`src/rtl/xtrm_pkg.sv`:
```
package xtrm_pkg;
   localparam int SGL_W = 32;
   localparam int DBL_W = 64;

   typedef enum logic [1:0] {
      ST_IDLE = 2'd0,
      ST_SCAN = 2'd1,
      ST_HOLD = 2'd2
   } xtrm_state_e;

   function automatic int word_width(input bit use_double);
      return use_double ? DBL_W : SGL_W;
   endfunction
endpackage

```
`src/rtl/xtrm_order_key.sv`:
```
// Maps an element word to an unsigned key whose integer order equals the
// element order for the selected mode.
module xtrm_order_key #(
   parameter int W = 32
) (
   input  logic [W-1:0] word,
   input  logic         signed_mode,
   output logic [W-1:0] key
);
   localparam int MSB = W - 1;

   logic [W-1:0] mag_key;
   logic [W-1:0] sgn_key;

   always_comb begin
      mag_key = {1'b0, word[MSB-1:0]};
      // negatives: invert so larger magnitude sorts lower; positives: lift above
      if (word[MSB]) sgn_key = ~word;
      else           sgn_key = {1'b1, word[MSB-1:0]};
      key = signed_mode ? sgn_key : mag_key;
   end
endmodule

```
`src/rtl/xtrm_better.sv`:
```
// Strict "beyond" test between a candidate key and the running key.
module xtrm_better #(
   parameter int W = 32
) (
   input  logic [W-1:0] cand_key,
   input  logic [W-1:0] cur_key,
   input  logic         seek_min,
   output logic         beyond
);
   logic above;
   logic below;

   always_comb begin
      above  = cand_key > cur_key;
      below  = cand_key < cur_key;
      beyond = seek_min ? below : above;
   end
endmodule

```
`src/rtl/xtrm_position.sv`:
```
// Down-counter of remaining elements in the current run.
module xtrm_position #(
   parameter int LEN_W = 8
) (
   input  logic             clk,
   input  logic             rst_n,
   input  logic             load,
   input  logic [LEN_W-1:0] load_len,
   input  logic             step,
   output logic [LEN_W-1:0] remain,
   output logic             on_final
);
   localparam logic [LEN_W-1:0] ONE = LEN_W'(1);

   always_ff @(posedge clk) begin
      if (!rst_n)    remain <= '0;
      else if (load) remain <= load_len;
      else if (step) remain <= remain - ONE;
   end

   assign on_final = (remain == ONE);
endmodule

```
`src/rtl/xtrm_index_finder.sv`:
```
module xtrm_index_finder #(
   parameter int LEN_W      = 8,
   parameter bit USE_DOUBLE = 1'b0,
   localparam int W         = xtrm_pkg::word_width(USE_DOUBLE)
) (
   input  logic             clk,
   input  logic             rst_n,
   input  logic             start,
   input  logic [LEN_W-1:0] length,
   input  logic             sel_min,
   input  logic             sel_signed,
   input  logic             in_valid,
   output logic             in_ready,
   input  logic [W-1:0]     in_data,
   input  logic             in_last,
   output logic             res_done,
   output logic [LEN_W-1:0] res_index,
   output logic [W-1:0]     res_value
);
   import xtrm_pkg::*;

   localparam logic [LEN_W-1:0] ONE = LEN_W'(1);

   generate
      if (LEN_W < 1 || LEN_W > 32) begin : g_bad_len
         $error("xtrm_index_finder: LEN_W must lie in 1..32");
      end
      if (W != SGL_W && W != DBL_W) begin : g_bad_width
         $error("xtrm_index_finder: word width must be 32 or 64");
      end
   endgenerate

   xtrm_state_e      state_q;
   logic             min_q;
   logic             sgn_q;
   logic [LEN_W-1:0] len_q;
   logic [W-1:0]     best_q;
   logic [LEN_W-1:0] best_rem_q;
   logic             done_q;
   logic [LEN_W-1:0] idx_q;
   logic [W-1:0]     val_q;

   logic [LEN_W-1:0] remain;
   logic             on_final;
   logic [W-1:0]     cand_key;
   logic [W-1:0]     cur_key;
   logic             beyond;
   logic             take;
   logic             first;
   logic             adopt;
   logic             finish;
   logic [LEN_W-1:0] rem_after;

   assign in_ready  = (state_q == ST_SCAN);
   assign take      = in_valid && in_ready && !start;
   assign first     = (remain == len_q);
   assign adopt     = take && (first || beyond);
   assign finish    = take && (in_last || on_final);
   assign rem_after = remain - ONE;

   xtrm_position #(.LEN_W(LEN_W)) u_pos (
      .clk      (clk),
      .rst_n    (rst_n),
      .load     (start),
      .load_len (length),
      .step     (take),
      .remain   (remain),
      .on_final (on_final)
   );

   xtrm_order_key #(.W(W)) u_key_cand (
      .word        (in_data),
      .signed_mode (sgn_q),
      .key         (cand_key)
   );

   xtrm_order_key #(.W(W)) u_key_cur (
      .word        (best_q),
      .signed_mode (sgn_q),
      .key         (cur_key)
   );

   xtrm_better #(.W(W)) u_cmp (
      .cand_key (cand_key),
      .cur_key  (cur_key),
      .seek_min (min_q),
      .beyond   (beyond)
   );

   always_ff @(posedge clk) begin
      if (!rst_n) begin
         state_q    <= ST_IDLE;
         min_q      <= 1'b0;
         sgn_q      <= 1'b0;
         len_q      <= '0;
         best_q     <= '0;
         best_rem_q <= '0;
         done_q     <= 1'b0;
         idx_q      <= '0;
         val_q      <= '0;
      end else begin
         done_q <= 1'b0;
         if (start) begin
            min_q <= sel_min;
            sgn_q <= sel_signed;
            len_q <= length;
            if (length == '0) begin
               state_q <= ST_HOLD;
               done_q  <= 1'b1;
               idx_q   <= '0;
               val_q   <= '0;
            end else begin
               state_q <= ST_SCAN;
            end
         end else if (take) begin
            if (adopt) begin
               best_q     <= in_data;
               best_rem_q <= rem_after;
            end
            if (finish) begin
               state_q <= ST_HOLD;
               done_q  <= 1'b1;
               val_q   <= adopt ? in_data : best_q;
               idx_q   <= len_q - (adopt ? rem_after : best_rem_q);
            end
         end
      end
   end

   assign res_done  = done_q;
   assign res_index = idx_q;
   assign res_value = val_q;
endmodule

```
`config.mk`:
```
export PLATFORM = sky130hd
export DESIGN_NAME = xtrm_index_finder
export DESIGN_NICKNAME = d
export VERILOG_FILES = /design/src/rtl/xtrm_pkg.sv /design/src/rtl/xtrm_order_key.sv /design/src/rtl/xtrm_better.sv /design/src/rtl/xtrm_position.sv /design/src/rtl/xtrm_index_finder.sv
export SDC_FILE = /design/constraint.sdc
export NUM_CORES = 1
export LEC_CHECK = 0
export CAP_MARGIN = 20
export CELL_PAD_IN_SITES_DETAIL_PLACEMENT = 1
export CELL_PAD_IN_SITES_GLOBAL_PLACEMENT = 2
export CORE_ASPECT_RATIO = 2
export CORE_UTILIZATION = 33
export CTS_CLUSTER_DIAMETER = 40
export CTS_CLUSTER_SIZE = 20
export DETAILED_ROUTE_END_ITERATION = 10
export GPL_TIMING_DRIVEN = 0
export PLACE_DENSITY_LB_ADDON = 0.08
export REMOVE_ABC_BUFFERS = 1
export SYNTH_ARGS = -nofsm -noshare
export SYNTH_HDL_FRONTEND = slang
export SYNTH_SLANG_ARGS = --single-unit
```
`constraint.sdc`:
```
create_clock -name clk -period 7.2 [get_ports clk]
set_clock_uncertainty 0.2 [all_clocks]
set_input_delay 1.44 -clock clk [delete_from_list [all_inputs] [get_ports clk]]
set_output_delay 1.44 -clock clk [all_outputs]
set_load 0.1 [all_outputs]
```
Yosys cells after proc, flatten, opt, wreduce, memory -nomap -nowiden
Index checks and enable logic that the tools add are counted.
W data, S select, Z words.
{ "classes": {"n_addsub": 2, "n_lt_le_gt_ge": 2, "eq_ne": 4, "muxes": 25, "bitwise_logic": 3, "reduce_logical": 13} }
{ "op_table": {"columns": ["operator", "n"], "rows": [
  ["$mux W32", 9],
  ["$not A32 Y32", 2],
  ["$mux W8", 7],
  ["$gt A32 B32 Y1", 1],
  ["$lt A32 B32 Y1", 1],
  ["$eq A8 B1 Y1 const B", 1],
  ["$eq A8 B8 Y1", 1],
  ["$logic_not A8 Y1", 1],
  ["$mux W2", 4],
  ["$sub A8 B1 Y8 const B", 1],
  ["$sub A8 B8 Y8", 1],
  ["$mux W1", 5],
  ["$logic_and A1 B1 Y1", 4],
  ["$reduce_and A2 Y1", 2],
  ["$reduce_bool A2 Y1", 2],
  ["$reduce_and A3 Y1", 1],
  ["$eq A2 B1 Y1 const B", 1],
  ["$logic_or A1 B1 Y1", 2],
  ["$ne A2 B1 Y1 const B", 1],
  ["$logic_not A1 Y1", 1],
  ["$not A1 Y1", 1]
]} }
{ "totals": {"register_bits": 101, "input_bits": 47, "elab_cells": 59} }

Longest topological paths before layout
Gate-level depths: netlist of the first run.
{ "logic_depth": {"ltp_word": 12, "depth_mapped": 21, "ltp_nobuf": 19} }

Hierarchy
From an unflattened synthesis of the first run, not the netlist that was laid out.
{ "hier_totals": {"cells_unflattened": 688, "area_unflattened_um2": 5861.9} }
{ "modules_own_cells": {"columns": ["module", "instances", "cells_each", "area_each_um2"], "rows": [
  ["xtrm_index_finder", 1, 441, 3925.0],
  ["xtrm_better", 1, 117, 815.8],
  ["xtrm_order_key", 2, 36, 317.8],
  ["xtrm_position", 1, 58, 485.5]
]} }

Worst setup path before layout of the first run
OpenSTA, ideal clock, no wires.
{ "synth_timing": {"path_kind": "input to register", "startpoint": "input port in_data[31]", "endpoint": "register idx_q[7], in the netlist res_index[7]", "setup_time_ns": 0.087, "t_arrival_ns": 5.554, "required_time_ns": 6.913, "slack_ns": 1.359, "stages": 21, "path_buffers": 2, "path_cell_list": "nand2_1 -> buf_1 -> xnor2_1 -> ha_1 -> nand4_1 -> nor4_1 -> o21ai_0 -> a31oi_1 -> mux2_2 -> nand2_4 -> buf_6 -> nand2_1 -> o21ai_0 -> ha_1 -> a21o_1 -> a21oi_1 -> o21ai_0 -> o41ai_1 -> xor2_1 -> and3_1 -> o31ai_1"} }
{ "synth_between": {"elab_chain_len": 12, "word_cells_on_any_way": 13, "cone_classes": "1 x add/sub; 2 x order compare; 7 x mux; 1 x bitwise; 2 x reduce/logical"} }
{ "synth_lines": {"columns": ["item", "line_no", "text"], "rows": [
  ["start: declaration", "xtrm_index_finder.sv:14", "input logic [W-1:0] in_data,"],
  ["$not A32 Y32", "xtrm_order_key.sv:18", "if (word[MSB]) sgn_key = ~word;"],
  ["$mux W32 *", "xtrm_order_key.sv:18", null],
  ["$mux W32 *", "xtrm_order_key.sv:20", "key = signed_mode ? sgn_key : mag_key;"],
  ["$gt A32 B32 Y1 / $lt A32 B32 Y1 (equally long branches)", "xtrm_better.sv:14, xtrm_better.sv:15", null],
  ["$mux W1 *", "xtrm_better.sv:16", "beyond = seek_min ? below : above;"],
  ["$logic_or A1 B1 Y1 *", "xtrm_index_finder.sv:57", "assign adopt = take && (first || beyond);"],
  ["$logic_and A1 B1 Y1 *", "xtrm_index_finder.sv:57", null],
  ["$mux W8 *", null, null],
  ["$sub A8 B8 Y8 *", "xtrm_index_finder.sv:124", "idx_q <= len_q - (adopt ? rem_after : best_rem_q);"],
  ["$mux W8 *", "xtrm_index_finder.sv:120", "if (finish) begin"],
  ["$mux W8 *", "xtrm_index_finder.sv:115", "end else if (take) begin"],
  ["$mux W8 *", "xtrm_index_finder.sv:103", "if (start) begin"],
  ["end signal: assignment", "xtrm_index_finder.sv:124", null],
  ["end: declaration", "xtrm_index_finder.sv:40", "logic [LEN_W-1:0] idx_q;"]
]} }
Mark *: on every way between the ends. The rest lies on a longest branch, timed or not. The select of a mux whose other input is x is not followed.
A chain may end at the register's enable or synchronous reset.

Final worst setup path of the first run
Same ends and word-level chain as after synthesis.

==> metrics.md, run 1 <==
| Metric | Value |
|---|---|
| CTS Buf Count | 9 |
| GRT Total Usage | a little under a fifth |
| Vias per Instance | 4.968 |
| P&R area growth vs syn | 27.43% |
| Number of synthesized flops with an enable pin | 0 |
| M1 WL | 5702 um |
| Peak supply drop | between 0.1 and 0.15 mV |
| Commonest cells after routing, fill and taps aside | 101 x dfxtp_1, 87 x clkdlybuf4s50_1, 68 x nand2_1, 52 x xnor2_1, 45 x o21ai_0 |
| H-tree depth | 3 |
| Row Count | 66 |
| Uppermost layer routed | met4 |
| Critical path peak fanout | 24 |
| Final min period | 6.722 ns |
| Vias | 4362 |
| CP Launch Point | in_data[31] |
| Hold buffers post-CTS | 0 |
| Seq/Total Area, Yosys | 36.88% |
| Root buffer cell | clkbuf_16 |
| Worst Setup EP | res_index[7] |
| R2r endpoint | res_index[7] |
| TNS Setup | 0 ns |
| Fraction of registers with async set or reset after synthesis | 0% |
| IO Port Bufs | 88 |
| Post-DRT Antenna Nets | 0 |
| Core Region | between 0.015 and 0.02 mm^2 |
| Synthesized flop and latch total | 101 |
| N_diodes | 0 |
| Critical Path AT | 6.79 ns |
| Initial core utilization | 33.70% |
| Initial antenna violation count | 0 |
| Reg2Reg Setup Slack | 1.65 ns |
| Placed Instance Area | 0.006601 mm^2 |
| Cells after Synth | 595 |
| TritonCTS clock tree | built |
| NumNets Final | 760 |
| Clock latency on the worst-skew pair | 0.35 ns |
| CP Class | in -> reg |
| HP Class | reg -> reg |
| Largest net degree at the start of global routing | 42 |
| Tot Pwr | 1.392 mW |
| Die area | 0.01717 mm^2 |
| Routability congestion estimate | 0.7461 |
| Final number of setup-violating endpoints | 0 |
| Final Slew Violations | 0 |
| Reg-to-Reg Start | sgn_q |
| Residual DRC count | 0 |
| Detailed Place HPWL | 10860 um |
| Period utilization | 93.36% |
| Met3 WL | 294 um |
| RSZ-0062 raised after global routing | false |
| Vias in the first global route | 4679 |
| CP endpoint kind | flop |
| Top Ports | 89 |
| Met2 wire length | 8656 um |
| Layout Utilization | 42.95% |
| Number of detailed-route iterations in the first pass | 3 |
| Pwr dens | 199.3 mW/mm^2 |
| Share of cells above drive strength 1 | 5.490% |
| Grt ovf | 0 |
| Syn avg cell area | 9.215 um^2 |
| Most common cell after layout, fill and taps aside | dfxtp_1 |
| CP Launch Type | input port |
| Max Fclk | 148.8 MHz |
| Initial DRC Count | 57 |
| Clk buf depth | 2 |
| Syn. warnings | 0 |
| Avg WL per Cell | 17.04 um |
| Number of cells on the worst reg-to-reg path | 20 |
| Distinct cells, synth | 45 |
| Maxcap violations | 0 |
| Post-synth top flop | dfxtp_1 |
| Outcome | complete, no violations |
| CTS Sinks | 101 |
| Mapped cell area | 0.005483 mm^2 |
| Cell leakage power | 2.495 nW |
| Total wire length | ~15000 um |
| First-pass GRT wire length | 23870 um |
| Crit path required time | just over 7 ns |
| Final hold slack | between 0.2 and 0.3 ns |
| Slew headroom | between 30 and 40% |
| Worst slew pin tran | between 1 and 1.5 ns |
| Finished Cell Area | 0.006987 mm^2 |
| Die Wd | 93.15 um |
| Worst-path clk slew | 0.07 ns |
| DIE HEIGHT | 184.3 um |
| Final Hold Vio Count | 0 |
## cell usage after synthesis, drive strengths merged (5+ instances only)
library cell | instances | area share [%]
dfxtp | 101 | 37
nand2 | 71 | 5.0
o21ai | 55 | 5.0
xnor2 | 52 | 8.3
nor2b | 44 | 5.0
ha | 42 | 9.6
mux2i | 39 | 7.1
xor2 | 36 | 5.8
clkbuf | 21 | 1.4
a21oi | 17 | 1.6
nor2 | 17 | 1.2
nand2b | 12 | 1.4
and2 | 11 | 1.3
buf | 10 | 1.2
a21boi | 9 | 1.2
a21o | 7 | 0.96
inv | 7 | 0.48
nand4 | 7 | 0.91
nand3 | 5 | 0.46
nor4 | 5 | 0.84
## worst max-delay path: stages
cell	delay, ns
clkdlybuf4s50_1	0.53
nand2_2	0.21
buf_12	0.25
xnor2_1	0.15
ha_1	0.32
nand4_1	0.20
nor4_2	0.44
o21ai_0	0.16
a31oi_1	0.27
mux2_2	0.47
nand2_8	0.27
nand2_1	0.11
o21ai_1	0.16
ha_1	0.29
a21o_1	0.20
a21oi_2	0.29
o21ai_0	0.23
o41ai_2	0.29
xor2_1	0.13
and3_1	0.20
o31ai_1	0.17
## kinds of logic after synthesis
logic type | Yosys count | synth area share (%)
mux | 41 | 7.599
buf+inv | 38 | 3.149
xor+xnor | 88 | 14.06
fa+ha+maj | 43 | 9.950
flops | 101 | 36.88
compound gates | 97 | 10.50
simple gates | 187 | 17.87
## repair_timing
| item | 4_1_cts | 5_1_grt |
|---|---|---|
| resized for setup | 3 | 2 |
| pin swaps | 0 | 1 |
| gates cloned | 0 | 1 |
| setup buffers | 0 | 0 |
| setup endpoints to repair | 1 | 1 |
## metrics by stage
step                      setup slack, ns  instances
after global placement             -1.864        856
after global routing               0.1257        878
after detailed placement          -0.8691        862
after CTS                         0.08089        877
after floorplan                    0.6549        564
final                              0.4778        878
## state kept, by name (all words and copies together) (netlist names)
name and flops:
best_q 32, best_rem_q 8, len_q 8, min_q 1
res_done 1, res_index 8, res_value 32, sgn_q 1
state_q 2, u_pos.remain 8
## cell type report
class | instances | area [um^2]
Multi-Input combinational cell | 457 | 3342
Clock buffer | 11 | 252.7
Timing Repair Buffer | 94 | 993.5
Clock inverter | 4 | 95.09
Inverter | 7 | 26.28
Tap cell | 204 | 255.2
Sequential cell | 101 | 2022
Fill cell | 1897 | 9281
## worst min path at each step
stage	slack, ns	startpoint	cells after the start	to
CTS	0.26	res_index[3]	2	res_index[3]
global placement	0.23	res_value[10]	2	res_value[10]
floorplan	0.25	state_q[1]	2	state_q[1]
detailed placement	0.24	res_value[30]	2	res_value[30]
global route	0.27	res_value[30]	2	res_value[30]
finish	0.25	res_index[3]	2	res_index[3]
## layer usage
| layer | GRT usage, % | up-vias |
|---|---|---|
| li1 | - | 2146 |
| met1 | 18.63 | 2145 |
| met2 | 36.76 | 57 |
| met3 | 1.939 | 14 |
| met4 | 6.892 | 0 |
| met5 | 0 | - |
## power by group
group,internal (mW),switching (mW),total (mW)
clock,0.357,0.215,0.572
sequential,0.571,0.0131,0.584
combinational,0.110,0.126,0.236
total,1.04,0.355,1.39
(Power assumes the default switching activity.)
==> run 2: changes to the inputs <==
CORE_UTILIZATION = 30   (was 33)
clock period = 5.7 ns   (was 7.2 ns; I/O delays follow)
==> run 2 against run 1 <==
  * Die area increased by 9.8%
  * Sequential share of layout area decreased by 0.42 points
  * First-iteration DRC count increased by 21%
  * Highest routed layer unchanged
==> metrics.md, run 2 (synthesis results as in run 1) <==
| Metric | Value |
|---|---|
| Fillers | 2070 (was 1897) |
| Final min period | 5.389 ns |
| Flop pwr share | 44.5% (was 42.0%) |
| Root buffer cell | clkbuf_16 (unchanged) |
| Initial core utilization | 30.83% (was 33.70%) |
| Worst slew pin tran | 1.034 ns (was 1.002 ns) |
| First-pass GRT wire length | 24720 um (was 23870 um) |
| Vias in the first global route | 4760 (was 4679) |
| Clk buf depth | 2 (unchanged) |
| Final hold slack | 0.2508 ns (was 0.2522 ns) |
| Final Hold Vio Count | 0 (unchanged) |
| P_sw | 455.7 uW (was 354.7 uW) |
| Final Slew Violations | 0 (unchanged) |
| Switching portion of total power | 27.45% (was 25.48%) |
| CP Launch Point | in_data[15] (was in_data[31]) |
| Vias per Instance | 4.905 (was 4.968) |
| Commonest cells after routing, fill and taps aside | 101 x dfxtp_1, 86 x clkdlybuf4s50_1, 68 x nand2_1, 52 x xnor2_1 (was 101 x dfxtp_1, 87 x clkdlybuf4s50_1, 68 x nand2_1, 52 x xnor2_1, 45 x o21ai_0) |
| Maxcap violations | 0 (unchanged) |
| Worst-path clk slew | 0.06 ns (was 0.07 ns) |
| Critical path peak fanout | 6 (was 24) |
| Final number of setup-violating endpoints | 0 (unchanged) |
| Grt ovf | 0 (unchanged) |
| CP Class | in -> reg (unchanged) |
| Largest net degree at the start of global routing | 52 (was 42) |
| NumNets Final | 771 (was 760) |
| Clk pwr share | 36.7% (was 41.1%) |
| Die Wd | 97.59 um (was 93.15 um) |
| Most common cell after layout, fill and taps aside | dfxtp_1 (unchanged) |
| Met2 wire length | 8975 um (was 8656 um) |
| Uppermost layer routed | met4 (unchanged) |
| Hold Crit Start | res_index[5] (was res_index[3]) |
| Top Ports | 89 (unchanged) |
| Period utilization | a little over nine tenths |
| Hold buffers post-CTS | 0 (unchanged) |
| Tot Pwr | 1.660 mW (was 1.392 mW) |
| Slew headroom | 30.86% (was 33.02%) |
| Max Fclk | 185.6 MHz |
| CTS Buf Count | 9 (unchanged) |
| Core Region | 0.01778 mm^2 (was 0.01627 mm^2) |
| RSZ-0062 raised after global routing | false (unchanged) |
| TritonCTS clock tree | built (unchanged) |
| Row Count | 69 (was 66) |
| Reg2Reg Setup Slack | 0.61 ns (was 1.65 ns) |
| IO Port Bufs | 88 (unchanged) |
| Cell leakage power | 2.566 nW (was 2.495 nW) |
| Max stage delay on crit path | 0.47 ns (was 0.53 ns) |
| P&R area growth vs syn | 29.32% (was 27.43%) |
| GRT Total Usage | 17.14% (was 18.30%) |
| Clock latency on the worst-skew pair | 0.35 ns (about the same) |
| Vias | 4405 (was 4362) |
| Initial antenna violation count | 0 (unchanged) |
| Slowest CP cell | clkdlybuf4s50_1 (unchanged) |
| Pwr dens | 234.1 mW/mm^2 (was 199.3 mW/mm^2) |
| CP Launch Type | input port (unchanged) |
| Peak supply drop | 0.1248 mV (was 0.1116 mV) |
| Reg-to-Reg Start | sgn_q (unchanged) |
| Layout Utilization | 39.87% (was 42.95%) |
| DIE HEIGHT | 193.2 um (was 184.3 um) |
| H-tree depth | 3 (unchanged) |
| Post-DRT Antenna Nets | 0 (unchanged) |
| Number of detailed-route iterations in the first pass | 4 (was 3) |
| Total wire length | 15590 um (was 14960 um) |
| CP endpoint kind | flop (unchanged) |
| Die area | 0.01885 mm^2 (was 0.01717 mm^2) |
| Worst path most repeated cell | a21o_1 |
| Avg WL per Cell | 17.36 um (was 17.04 um) |
| CTS Sinks | 101 (unchanged) |
| Met3 WL | 334 um (was 294 um) |
| Internal power | 1.204 mW (was 1.037 mW) |
| HP Class | reg -> reg (unchanged) |
| Initial DRC Count | 69 (was 57) |
| Detailed Place HPWL | 11230 um (was 10860 um) |
| Residual DRC count | 0 (unchanged) |
| Routability congestion estimate | 0.7495 (was 0.7461) |
| TNS Setup | 0 ns (unchanged) |
| Share of cells above drive strength 1 | 7.591% (was 5.490%) |
| Critical Path AT | 5.42 ns (was 6.79 ns) |
| Finished Cell Area | 0.007091 mm^2 (was 0.006987 mm^2) |
| Critical-path cell list | clkdlybuf4s50_1, xnor2_1, ha_1, nand4_1, nor4_4, buf_4, nand4_1, and3b_2, a32oi_4, nand2_8, mux2_4, ha_1, inv_1, fa_1, a21o_1, a21o_1, a21o_1, a21oi_2, xor2_1, o21ai_1 (was clkdlybuf4s50_1, nand2_2, buf_12, xnor2_1, ha_1, nand4_1, nor4_2, o21ai_0, a31oi_1, mux2_2, nand2_8, nand2_1, o21ai_1, ha_1, a21o_1, a21oi_2, o21ai_0, o41ai_2, xor2_1, and3_1, o31ai_1) |
| Crit path required time | 5.73 ns (was 7.27 ns) |
| Outcome | complete, no violations (unchanged) |
| N_diodes | 0 (unchanged) |
| Logic pwr share | 18.8% (was 16.9%) |
| M1 WL | 5854 um (was 5702 um) |
| Placed Instance Area | 0.006625 mm^2 (was 0.006601 mm^2) |
## run 2: cell types whose count changed in the layout (fill, tap and decap cells not counted), moves of 2 or more
cell       delta
clkinv_2      +2
nand2_4       +2
buf_4         +9
bufinv_16     -2
clkbuf_8      -2
## run 2: final timing paths
check | depth (start not counted) | to
worst max-delay path | 20 | res_index[6]
worst min-delay path | 2 | res_index[5]
worst max register to register | 21 | res_index[6]
worst min register to register | 2 | res_index[5]
## run 2: area by class of cell
| cell class | instances | area (um^2) | area share, % |
|---|---|---|---|
| multi-input combinational | 458 | 3393 | 47.86 |
| clock inverter | 5 | 52.55 | 0.7411 |
| tap | 213 | 266.5 | 3.759 |
| sequential | 101 | 2022 | 28.52 |
| timing repair buffer | 104 | 1101 | 15.53 |
| inverter | 7 | 26.28 | 0.3706 |
| clock buffer | 10 | 229.0 | 3.229 |
## run 2: power groups by stage
stage                     Sequential [mW]  Combinational (mW)  Clock (mW)
after floorplan                     0.759               0.175           0
after global placement              0.754               0.291           0
after detailed placement            0.755               0.300           0
after CTS                           0.739               0.318       0.634
after global routing                0.741               0.347       0.653
final                               0.738               0.312       0.610
## run 2: layer usage
layer	GRT usage (%)	up-vias
met5	0	-
met4	7.296	0
met3	1.947	16
met2	35.45	62
met1	16.67	2147
li1	-	2180
## run 2: what timing repair did
item                                    in CTS  in global routing
cloned                                       3                  0
buffers inserted                             9                  0
pin swaps                                    9                  5
resized for setup                           14                  3
endpoints found under the setup margin       7                  2
hold endpoints to repair                     0                  0
## run 2: through the flow
step,cells,setup WS (ns)
2_1_floorplan,564,-0.5451
6_report,898,0.3113
5_1_grt,898,0.04981
4_1_cts,898,0.1074
3_5_place_dp,871,-2.060
3_3_place_gp,865,-3.099
## run 2: worst max-delay path, delay by kind of cell
| kind | cells | cell delay, ns |
|---|---|---|
| AO/OA/AOI/OAI | 6 | 1.16 |
| AND/OR/NAND/NOR | 5 | 1.00 |
| adder cells (fa/ha/maj) | 3 | 0.86 |
| buffers and inverters | 3 | 0.69 |
| XOR/XNOR | 2 | 0.32 |
| multiplexers | 1 | 0.23 |
==> run 3: changes to the inputs <==
CELL_PAD_IN_SITES_GLOBAL_PLACEMENT = 1   (was 2)
CORE_UTILIZATION = 41   (was 30)
clock period = 5.9 ns   (was 5.7 ns; I/O delays follow)
==> run 3 against run 2 <==
  * Non-clock buffer count up 1
  * Total power down 1.8%
  * Critical path depth up 2
  * Register-to-register slack better by 0.25 ns
  * Count of clock-buffer cells in the layout unchanged
  * Worst setup slack worse by 0.13 ns
  * Combinational power down 3%
  * Highest routed layer unchanged
  * Largest power group unchanged
  * First-iteration DRC count up 62%
  * Sequential share of layout area up 0.16 points
  * Wire length down 1.4%
  * Critical endpoint unchanged
==> metrics.md, run 3 (synthesis results as in run 1) <==
| Metric | Value |
|---|---|
| Period utilization | between 90% and 100% |
| Switching portion of total power | 28.08% (was 27.45%) |
| HP Class | reg -> reg (unchanged) |
| Pwr dens | 231.1 mW/mm^2 (was 234.1 mW/mm^2) |
| Flop pwr share | 43.8% (was 44.5%) |
| Slew headroom | 32.63% (was 30.86%) |
| Most common cell after layout, fill and taps aside | dfxtp_1 (unchanged) |
| Final Hold Vio Count | 0 (unchanged) |
| Final number of setup-violating endpoints | 0 (unchanged) |
| Clock latency on the worst-skew pair | 0.36 ns (was 0.35 ns) |
| Initial antenna violation count | 0 (unchanged) |
| CP endpoint kind | flop (unchanged) |
| Multi-input logic area | 0.003400 mm^2 (was 0.003393 mm^2) |
| Worst-path clk slew | 0.07 ns (was 0.06 ns) |
| GRT Total Usage | 23.18% (was 17.14%) |
| Final min period | 5.721 ns |
| Slowest CP cell | clkdlybuf4s50_1 (unchanged) |
| Avg WL per Cell | 18.33 um (was 17.36 um) |
| Maxcap violations | 0 (unchanged) |
| NumNets Final | 772 (was 771) |
| Logic pwr share | 18.6% (was 18.8%) |
| Critical-path cell list | clkdlybuf4s50_1, nand2_4, buf_4, buf_4, xnor2_1, ha_1, nand2_1, nor4_4, nand4_1, and3b_2, a32oi_4, nand2_8, mux2_4, ha_1, inv_1, fa_1, a21o_1, a21o_1, a21o_1, a21oi_2, xor2_1, o21ai_1 (was clkdlybuf4s50_1, xnor2_1, ha_1, nand4_1, nor4_4, buf_4, nand4_1, and3b_2, a32oi_4, nand2_8, mux2_4, ha_1, inv_1, fa_1, a21o_1, a21o_1, a21o_1, a21oi_2, xor2_1, o21ai_1) |
| Peak supply drop | 0.1339 mV (was 0.1248 mV) |
| Vias | 4441 (was 4405) |
| Post-Layout Cell Count | 839 (was 898) |
| Die Wd | 83.77 um (was 97.59 um) |
| Initial core utilization | 42.20% (was 30.83%) |
| Worst path most repeated cell | a21o_1 (unchanged) |
| Root buffer cell | clkbuf_16 (unchanged) |
| Commonest cells after routing, fill and taps aside | 101 x dfxtp_1, 87 x clkdlybuf4s50_1, 68 x nand2_1, 52 x xnor2_1, 44 x nor2b_1 (was 101 x dfxtp_1, 86 x clkdlybuf4s50_1, 68 x nand2_1, 52 x xnor2_1) |
| Fillers | 1505 (was 2070) |
| Initial DRC Count | 112 (was 69) |
| TritonCTS clock tree | built (unchanged) |
| H-tree depth | 3 (unchanged) |
| DIE HEIGHT | 165.5 um (was 193.2 um) |
| Total wire length | 15380 um (was 15590 um) |
| Detailed Place HPWL | 10960 um (was 11230 um) |
| Core Region | 0.01299 mm^2 (was 0.01778 mm^2) |
| P_sw | 457.5 uW (was 455.7 uW) |
| Clk buf depth | 2 (unchanged) |
| Crit path required time | 5.94 ns (was 5.73 ns) |
| Vias per Instance | 5.293 (was 4.905) |
| Top Ports | 89 (unchanged) |
| Placed Cells | 810 (was 871) |
| Critical path peak fanout | 5 (was 6) |
| Max Fclk | around 170 MHz |
| CP Class | in -> reg (unchanged) |
| Final Slew Violations | 0 (unchanged) |
| Critical Path AT | 5.77 ns (was 5.42 ns) |
| Flip-flop and latch area | 0.002022 mm^2 (unchanged) |
| Row Count | 59 (was 69) |
| CP Launch Type | input port (unchanged) |
| First-pass GRT wire length | 24610 um (was 24720 um) |
| Max stage delay on crit path | 0.55 ns (was 0.47 ns) |
| Die area | 0.01387 mm^2 (was 0.01885 mm^2) |
| P&R area growth vs syn | 28.59% (was 29.32%) |
| Cell leakage power | 2.571 nW (was 2.566 nW) |
| Routability congestion estimate | 0.8323 (was 0.7495) |
| Largest net degree at the start of global routing | 55 (was 52) |
| Share of cells above drive strength 1 | 7.860% (was 7.591%) |
| Residual DRC count | 0 (unchanged) |
| Clk pwr share | 37.6% (was 36.7%) |
| N_diodes | 0 (unchanged) |
| Worst slew pin tran | 1.007 ns (was 1.034 ns) |
| Outcome | complete, no violations (unchanged) |
| Grt ovf | 0 (unchanged) |
| Post-DRT Antenna Nets | 0 (unchanged) |
| Vias in the first global route | 4897 (was 4760) |
| Internal power | 1.172 mW (was 1.204 mW) |
| Number of detailed-route iterations in the first pass | 4 (unchanged) |
| CTS Buf Count | 9 (unchanged) |
| IO Port Bufs | 88 (unchanged) |
| CTS Sinks | 101 (unchanged) |
| Layout Utilization | 54.27% (was 39.87%) |
==> run 3: cell types whose count changed in the layout (fill, tap and decap cells not counted), sizes merged <==
| cell | before | now |
|---|---|---|
| inv | 7 | 10 |
| buf | 16 | 18 |
| bufbuf | 1 | 0 |
| clkbuf | 11 | 10 |
| clkdlybuf4s50 | 86 | 87 |
| clkinv | 3 | 2 |
| clkinvlp | 1 | 0 |
==> run 3: area by class of cell <==
type | count | area share [%]
sequential | 101 | 28.68
tap | 152 | 2.697
inverter | 7 | 0.3727
clock buffer | 10 | 3.248
timing repair buffer | 105 | 15.79
clock inverter | 6 | 0.9938
multi-input combinational | 458 | 48.22
==> run 3: power groups by stage <==
stage,Clock (mW),Combinational (mW),Sequential [mW]
after floorplan,0,0.170,0.733
after global placement,0,0.273,0.728
after detailed placement,0,0.288,0.730
after CTS,0.625,0.301,0.714
after global routing,0.650,0.332,0.716
final,0.613,0.302,0.714
==> run 3: worst paths after layout <==
check                     from      endpoint  slack, ns  cells past startpoint
setup / recovery   in_data[31]  res_index[6]       0.18                     22
hold reg to reg   res_index[5]  res_index[5]       0.25                      2
setup reg to reg         sgn_q  res_index[6]       0.86                     20
hold / removal    res_index[5]  res_index[5]       0.25                      2
==> run 3: through the flow <==
step	hold WS [ns]	TNS [ns]	power, mW	cell area, um^2	setup WS [ns]
after floorplan	0.2528	-0.7873	0.9028	5336	-0.3851
after global routing	0.2720	-0.006422	1.698	7051	-0.005426
after global placement	0.2342	-59.42	1.001	6407	-2.579
final	0.2486	0	1.630	7051	0.1788
after CTS	0.2518	0	1.640	6989	0.07093
after detailed placement	0.2407	-6.832	1.018	6561	-1.699
==> run 3: what timing repair did <==
action,4_1_cts,5_1_grt
gates resized for setup,10,6
setup buffers,6,5
gates cloned,2,0
pin swaps,7,9
hold buffers,0,0
setup endpoints to repair,7,2
==> run 3: critical path, delay by kind of cell <==
family / cells / cell delay (ns)
and+or+nand+nor: 6 / 1.21
adders and majority gates: 3 / 0.82
AOI/OAI and AO/OA: 6 / 1.09
xor gates and xnor gates: 2 / 0.29
buffers and inverters: 4 / 0.92
muxes: 1 / 0.23
==> run 3: layer usage <==
| metal | global-route usage, % | wire length [um] |
|---|---|---|
| met4 | 10.32 | 424 |
| met1 | 22.75 | 5677 |
| met5 | 0 | 0 |
| met2 | 47.63 | 8954 |
| met3 | 2.336 | 321 |
